`config.mk`:
```
export PLATFORM = sky130hd
export DESIGN_NAME = cfg_index_port
export DESIGN_NICKNAME = d
export VERILOG_FILES = /design/src/rtl/cfgp_pkg.sv /design/src/rtl/cfgp_index.sv /design/src/rtl/cfgp_decode.sv /design/src/rtl/cfgp_regs.sv /design/src/rtl/cfg_index_port.sv
export SDC_FILE = /design/constraint.sdc
export NUM_CORES = 1
export LEC_CHECK = 0
export ABC_AREA = 1
export ABC_CLOCK_PERIOD_IN_PS = 1800
export BUFFER_PORTS_ARGS = -buffer_cell sky130_fd_sc_hd__clkbuf_2
export CORE_AREA = 2 2 77 79
export CTS_BUF_LIST = sky130_fd_sc_hd__clkbuf_4 sky130_fd_sc_hd__clkbuf_8
export DETAILED_ROUTE_END_ITERATION = 8
export DIE_AREA = 0 0 79 81
export PLACE_DENSITY = 0.81
export SLEW_MARGIN = 20
export SYNTH_ARGS = -nofsm -noshare
export SYNTH_HDL_FRONTEND = slang
export SYNTH_SLANG_ARGS = --single-unit
```
`constraint.sdc`:
```
create_clock -name clk -period 1.8 [get_ports clk]
set_input_delay 0 -clock clk [delete_from_list [all_inputs] [get_ports clk]]
set_output_delay 0 -clock clk [all_outputs]
set_load 0.05 [all_outputs]
```
`src/rtl/cfgp_pkg.sv`:
```
package cfgp_pkg;
  localparam logic [7:0] IX_RGN   = 8'hC1;
  localparam logic [7:0] IX_CTL   = 8'hC3;
  localparam logic [7:0] IX_BASE0 = 8'hC4;
  localparam logic [7:0] IX_MODE  = 8'hEA;
  localparam logic [3:0] PAGE_EXT = 4'b0001;
endpackage

```
`src/rtl/cfgp_index.sv`:
```
module cfgp_index (
  input  logic       clk,
  input  logic       rst_n,
  input  logic       init,
  input  logic       idx_wr,
  input  logic [7:0] idx_in,
  input  logic       consume,
  output logic [7:0] idx_q,
  output logic       idx_vld
);
  logic [7:0] idx_n;
  logic       vld_n;
  logic       idx_en;

  always_comb begin
    idx_en = idx_wr & ~init;
    idx_n  = idx_en ? idx_in : idx_q;
    if (init)         vld_n = 1'b0;
    else if (idx_wr)  vld_n = 1'b1;
    else if (consume) vld_n = 1'b0;
    else              vld_n = idx_vld;
  end

  always_ff @(posedge clk or negedge rst_n) begin
    if (!rst_n) begin
      idx_q   <= '0;
      idx_vld <= 1'b0;
    end else begin
      idx_vld <= vld_n;
      if (idx_en) idx_q <= idx_n;
    end
  end
endmodule

```
`src/rtl/cfgp_decode.sv`:
```
module cfgp_decode #(
  parameter int BASE_BYTES = 3
) (
  input  logic [7:0]            idx,
  input  logic                  idx_vld,
  input  logic [3:0]            page,
  output logic                  sel_rgn,
  output logic                  sel_ctl,
  output logic                  sel_mode,
  output logic [BASE_BYTES-1:0] sel_base,
  output logic                  sel_any
);
  import cfgp_pkg::*;
  logic base_win, ext, live;

  always_comb begin
    base_win = (idx[7:4] == 4'hC) || (idx[7:2] == 6'b111111);
    ext      = (page == PAGE_EXT);
    live     = idx_vld & (base_win | ext);
    sel_rgn  = live & (idx == IX_RGN);
    sel_ctl  = live & (idx == IX_CTL);
    sel_mode = live & ext & (idx == IX_MODE);
  end

  for (genvar k = 0; k < BASE_BYTES; k++) begin : g_bsel
    assign sel_base[k] = live & (idx == IX_BASE0 + 8'(k));
  end

  assign sel_any = sel_rgn | sel_ctl | sel_mode | (|sel_base);
endmodule

```
`src/rtl/cfgp_regs.sv`:
```
module cfgp_regs #(
  parameter int BASE_BYTES = 3,
  localparam int BASE_W = 8 * BASE_BYTES
) (
  input  logic                  clk,
  input  logic                  rst_n,
  input  logic                  we,
  input  logic [7:0]            wdata,
  input  logic                  in_smm,
  input  logic                  sel_rgn,
  input  logic                  sel_ctl,
  input  logic                  sel_mode,
  input  logic [BASE_BYTES-1:0] sel_base,
  output logic [7:0]            rd,
  output logic [3:0]            page_q,
  output logic                  lock_q,
  output logic                  nmi_q,
  output logic                  rgn_q,
  output logic                  mode_q,
  output logic [BASE_W-1:0]     base_q
);
  logic        prot_ok;
  logic        ctl_en, rgn_en, mode_en;
  logic [3:0]  page_n;
  logic        lock_n, nmi_n, rgn_n, mode_n;

  always_comb begin
    prot_ok = ~lock_q | in_smm;
    ctl_en  = we & sel_ctl;
    rgn_en  = we & sel_rgn & prot_ok;
    mode_en = we & sel_mode & prot_ok;
    page_n  = wdata[7:4];
    lock_n  = lock_q | wdata[0];
    nmi_n   = prot_ok ? wdata[1] : nmi_q;
    rgn_n   = wdata[7];
    mode_n  = wdata[0];
  end

  always_ff @(posedge clk or negedge rst_n) begin
    if (!rst_n) begin
      page_q <= '0;
      lock_q <= 1'b0;
      nmi_q  <= 1'b0;
      rgn_q  <= 1'b0;
      mode_q <= 1'b0;
    end else begin
      if (ctl_en) begin
        page_q <= page_n;
        lock_q <= lock_n;
        nmi_q  <= nmi_n;
      end
      if (rgn_en)  rgn_q  <= rgn_n;
      if (mode_en) mode_q <= mode_n;
    end
  end

  for (genvar k = 0; k < BASE_BYTES; k++) begin : g_base
    logic byte_en;
    assign byte_en = we & sel_base[k] & prot_ok;
    always_ff @(posedge clk or negedge rst_n) begin
      if (!rst_n)       base_q[8*k +: 8] <= '0;
      else if (byte_en) base_q[8*k +: 8] <= wdata;
    end
  end

  always_comb begin
    rd = '0;
    if (sel_rgn)  rd = {rgn_q, 7'b0};
    if (sel_ctl)  rd = {page_q, 2'b0, nmi_q, lock_q};
    if (sel_mode) rd = {7'b0, mode_q};
    for (int k = 0; k < BASE_BYTES; k++)
      if (sel_base[k]) rd = base_q[8*k +: 8];
  end
endmodule

```
`src/rtl/cfg_index_port.sv`:
```
module cfg_index_port #(
  parameter int               ADDR_W     = 16,
  parameter logic [ADDR_W-1:0] IDX_PORT  = 16'h0022,
  parameter logic [ADDR_W-1:0] DATA_PORT = 16'h0023,
  parameter int               BASE_BYTES = 3,
  localparam int              BASE_W     = 8 * BASE_BYTES
) (
  input  logic              clk,
  input  logic              rst_n,
  input  logic              init,
  input  logic              io_valid,
  input  logic              io_write,
  input  logic [ADDR_W-1:0] io_addr,
  input  logic [7:0]        io_wdata,
  input  logic              in_smm,
  output logic              io_hit,
  output logic              io_fwd,
  output logic [7:0]        io_rdata,
  output logic [3:0]        page_sel,
  output logic              smi_lock,
  output logic              nmi_en,
  output logic              smm_rgn_en,
  output logic              smm_mode,
  output logic [BASE_W-1:0] smm_base
);
  logic                  idx_wr, data_acc, data_hit;
  logic [7:0]            idx_q, rd;
  logic                  idx_vld;
  logic                  sel_rgn, sel_ctl, sel_mode, sel_any;
  logic [BASE_BYTES-1:0] sel_base;

  assign idx_wr   = io_valid & io_write & (io_addr == IDX_PORT);
  assign data_acc = io_valid & (io_addr == DATA_PORT);

  cfgp_index u_index (
    .clk(clk), .rst_n(rst_n), .init(init),
    .idx_wr(idx_wr), .idx_in(io_wdata), .consume(data_acc),
    .idx_q(idx_q), .idx_vld(idx_vld)
  );

  cfgp_decode #(.BASE_BYTES(BASE_BYTES)) u_decode (
    .idx(idx_q), .idx_vld(idx_vld), .page(page_sel),
    .sel_rgn(sel_rgn), .sel_ctl(sel_ctl), .sel_mode(sel_mode),
    .sel_base(sel_base), .sel_any(sel_any)
  );

  assign data_hit = data_acc & sel_any;

  cfgp_regs #(.BASE_BYTES(BASE_BYTES)) u_regs (
    .clk(clk), .rst_n(rst_n),
    .we(data_hit & io_write), .wdata(io_wdata), .in_smm(in_smm),
    .sel_rgn(sel_rgn), .sel_ctl(sel_ctl), .sel_mode(sel_mode),
    .sel_base(sel_base), .rd(rd),
    .page_q(page_sel), .lock_q(smi_lock), .nmi_q(nmi_en),
    .rgn_q(smm_rgn_en), .mode_q(smm_mode), .base_q(smm_base)
  );

  assign io_hit   = idx_wr | data_hit;
  assign io_fwd   = io_valid & ~io_hit;
  assign io_rdata = (data_hit & ~io_write) ? rd : 8'h00;
endmodule

```
==> results.txt <==
----------------------------------------------------
[Status]
  Status ... finished with violations
  Violations in the final reports ... setup timing

[Yosys]
  Multiplexer fraction of the synthesized cell area ... 0.01393
  Netlist area before placement ... ~0.0024 sq mm
  Top area cells in the synthesized netlist ... sky130_fd_sc_hd__dfrtp_1 42%, sky130_fd_sc_hd__nand2_1 14%, sky130_fd_sc_hd__nand3_1 6.8%
  Post-synth EDFFs ... 0
  Predominant post-synthesis flop cell ... sky130_fd_sc_hd__dfrtp_1
  Post-synthesis share of cell area spent on full adders, half adders and majority gates ... 0
  Library cells used by synthesis ... 35
  Per-instance average area after synthesis ... approximately 8 sq um
  Net count after synthesis ... between 300 and 400
  Number of warning messages in the yosys log ... 0
  Register area share after synthesis ... 0.4231
  Leading area contributor after synthesis ... sky130_fd_sc_hd__dfrtp_1
  Area fraction of the dominant cell type after synthesis ... 0.4231
  Post-synthesis share of cell area spent on and, or, nand and nor gates ... 0.4241
  Fraction of synthesized cell area in xor and xnor cells ... 0
  Post-synth ARST share ... 1.000
  Largest family of logic cells by synthesized area ... simple AND/OR/NAND/NOR gates
  Number of standard cells after synthesis ... slightly above 300
  Share of the synthesized area in compound gates (AO/OA/AOI/OAI) ... 0.07069
  Synth Register Bits ... 41

[GRT]
  Total grt overflow ... 0
  Total GRT Usage ... 0.2726
  Vias in the first global route ... between 2000 and 3000
  Wire length of the first global-routing pass ... 13.19 mm
  Initial antenna violation count ... 0
  Largest net degree at the start of global routing ... 23

[STA]
  Post-route minimum period ... between 2000 and 2500 ps
  Min setup slack post-route ... -418.9 ps
  Max-slew violations ... 0
  Clock Skews ... 10.54 ps
  Setup repair after global routing missed its margin ... yes
  Number of setup violations in the final report ... 42
  Final Hold Fails ... 0
  Worst-Margin Slew ... around 640 ps
  Max-slew headroom ... 0.5726
  Highest clock frequency the design can meet ... approximately 0.45 GHz
  Share of the cycle needed by the critical path after routing ... 1.233

[Drt]
  DRT Pass-1 Iters ... 4
  Starting DRT DRC Count ... roughly 280
  Number of vias after detailed routing ... about 2900
  Total length of routed wires ... approximately 9.5 mm
  DRC violations left ... 0
  Antenna violation net count after detailed routing ... 0
  Via-per-instance ratio ... roughly 5.7
  WL per Instance ... around 19 microns

[Setup path]
  Kind of launch point of the worst setup path ... register
  Arr. time, crit path ... 2220 ps
  R2r setup slk ... -340 ps
  Cell count of the worst reg-to-reg path ... 13
  Beginning of the worst register-to-register path ... u_index.idx_q[5]
  Worst R2R End ... u_regs.base_q[19]
  Kind of critical path ... register to output pin
  Endpoint required time on the critical path ... approximately 1800 ps
  Maximum fanout count along the critical path ... 8
  Worst Setup End Kind ... output pin

[Floorplanning]
  Area of the placeable core ... ~0.0057 sq mm
  Number of rows created at floorplan ... 28
  Initial Util ... 0.4272
  Area of the die ... about 0.0064 sq mm
  Die Span Y ... about 80 microns
  Die X-Extent ... between 70 and 80 microns
  Number of placed I/O pins ... ~70

[Clock network]
  CTS buffer count ... 5
  Clock root buffer master ... sky130_fd_sc_hd__clkbuf_8
  Clock transition time at the flip-flop clock pins of the worst setup and hold paths ... approximately 90 ps
  CTS H-tree depth ... 2
  Clock tree buffer depth ... 2
  Clock latency reported for the late side of the worst-skew pair ... around 310 ps
  Sinks on Clock Net ... 41
  TritonCTS clock tree ... yes

[Hold path]
  Worst Hold Endpoint ... u_regs.base_q[17]
  Critical hold path startpoint ... io_wdata[1]
  Count of cells along the worst hold path ... 3
  Class of the tightest hold or removal check ... input port to register

[Placement]
  Dpl ws ... -157.9 ps
  Final HPWL from detailed placement ... 5.469 mm
  Dpl cell area ... 0.003231 sq mm
  Number of buffers added on ports ... 71
  Gp weighted congestion ... 0.8852

[Pwr]
  Pwr dens ... approximately 500 mW/mm^2
  Largest voltage drop on the vdd net ... approximately 0.51 mV
  Leak pwr ... a little under 2 nW

[Finish]
  Relative area change from synthesis to final layout ... 62.95%
  Count of nets after finishing ... ~460
  Diode count ... 0
  Number of inserted filler cells in the final layout ... 385
  Ratio of cells with drive above 1 in the final layout ... 0.5162
  Storage cell area ... approximately 0.0010 sq mm
  Multi-input gate area in the final layout ... 0.001578 sq mm
  Design area ... approximately 0.0040 sq mm

[Job]
  Max-cap check violation count ... 0

----------------------------------------------------
how the worst max path moves through the flow:
stage / start / endpoint / slack, ps / cells past startpoint
after floorplan: u_regs.page_q[0] / io_rdata[1] / -170 / 10
after global placement: u_index.idx_q[4] / io_rdata[7] / -90 / 10
after detailed placement: u_index.idx_q[4] / u_regs.base_q[3] / -160 / 9
after CTS: u_index.idx_q[5] / io_rdata[0] / -360 / 12
after global routing: u_index.idx_q[4] / io_rdata[0] / -560 / 10
final: u_index.idx_q[5] / io_rdata[0] / -420 / 11
cells in the mapped netlist, types with 4 or more instances:
library cell               n
sky130_fd_sc_hd__inv_1    25
sky130_fd_sc_hd__buf_2     4
sky130_fd_sc_hd__nand4_1   7
sky130_fd_sc_hd__nand3_4   6
sky130_fd_sc_hd__nand2_1  91
sky130_fd_sc_hd__o21ai_1   7
sky130_fd_sc_hd__nor2_2    9
sky130_fd_sc_hd__dfrtp_1  41
sky130_fd_sc_hd__nor2_1   28
sky130_fd_sc_hd__o21ai_0   7
sky130_fd_sc_hd__nor2_4    4
sky130_fd_sc_hd__a21oi_1   5
sky130_fd_sc_hd__nand2_2   4
sky130_fd_sc_hd__nand3_1  33
power by group:
group	internal (mW)	switching (mW)
registers	0.920	0.0000203
logic	0.0476	0.0743
clock network	0.558	0.353
total	1.53	0.428
critical path, stage by stage (launching register included):
cell and delay [ps]:
sky130_fd_sc_hd__dfrtp_2 450, sky130_fd_sc_hd__nor2_4 180, sky130_fd_sc_hd__nand2_8 110, sky130_fd_sc_hd__nand3_4 190
sky130_fd_sc_hd__nand2_4 70, sky130_fd_sc_hd__nor2_4 190, sky130_fd_sc_hd__buf_6 130, sky130_fd_sc_hd__nand3_2 50
sky130_fd_sc_hd__o211ai_1 140, sky130_fd_sc_hd__a21oi_2 130, sky130_fd_sc_hd__nor2_4 120, sky130_fd_sc_hd__buf_12 140
per-layer routing:
metal	vias to the layer above	GRT usage	routed length, microns
li1	1253	-	-
met1	1395	0.3229	3523
met4	0	0.1552	418
met3	44	0.05444	728
met2	199	0.4644	4782
met5	-	0	0
final cells by class:
cell class	instances	share of cell area
Tap cell	75	0.02375
Clock inverter	3	0.01742
Sequential cell	41	0.2616
Multi-Input combinational cell	229	0.3993
Timing Repair Buffer	125	0.2511
Clock buffer	5	0.01742
Inverter	29	0.02945
per-stage QoR:
| stage | power, mW | TNS (ps) | instances | utilization | hold slack (ps) |
|---|---|---|---|---|---|
| final | 1.954 | -11980 | 507 | 0.6962 | 48.28 |
| after global routing | 2.002 | -16180 | 507 | 0.6962 | 55.92 |
| after CTS | 1.945 | -6861 | 502 | 0.6722 | 36.98 |
| after detailed placement | 1.038 | -3592 | 474 | 0.5692 | 23.29 |
| after global placement | 1.035 | -1860 | 474 | 0.5692 | 9.725 |
| after floorplan | 0.9675 | -377.4 | 305 | - | -295.6 |
cell usage in the layout, fill, tap and decap left out, drive strengths merged, types with 5 or more instances in the layout:
cell / synthesis / final
a21oi: 5 / 5
buf: 7 / 50
clkbuf: 0 / 71
dfrtp: 41 / 41
dlygate4sd3: 0 / 9
inv: 28 / 29
nand2: 97 / 97
nand3: 42 / 42
nand4: 7 / 7
nor2: 42 / 43
o21ai: 15 / 15
cell families (layout without fill, tap and decap cells):
| group | after synthesis | after routing |
|---|---|---|
| compound gates | 29 | 29 |
| simple gates | 196 | 197 |
| mux | 3 | 3 |
| flops | 41 | 41 |
| buf+inv | 36 | 162 |
timing repair:
item / CTS / global route
endpoints found under the hold margin: 43 / 0
hold buffers: 9 / 0
buffers inserted: 10 / 7
resized for setup: 65 / 28
gates cloned: 1 / 1
pin swaps: 19 / 9
endpoints found under the setup margin: 38 / 42
sequential cells by signal, summed over array words and instances, names as in the netlist:
signal / cells
u_regs.mode_q: 1
u_index.idx_vld: 1
u_regs.lock_q: 1
u_regs.page_q: 4
u_regs.nmi_q: 1
u_regs.rgn_q: 1
u_index.idx_q: 8
u_regs.base_q: 24
Note: power is estimated with default switching activity, not from simulation.
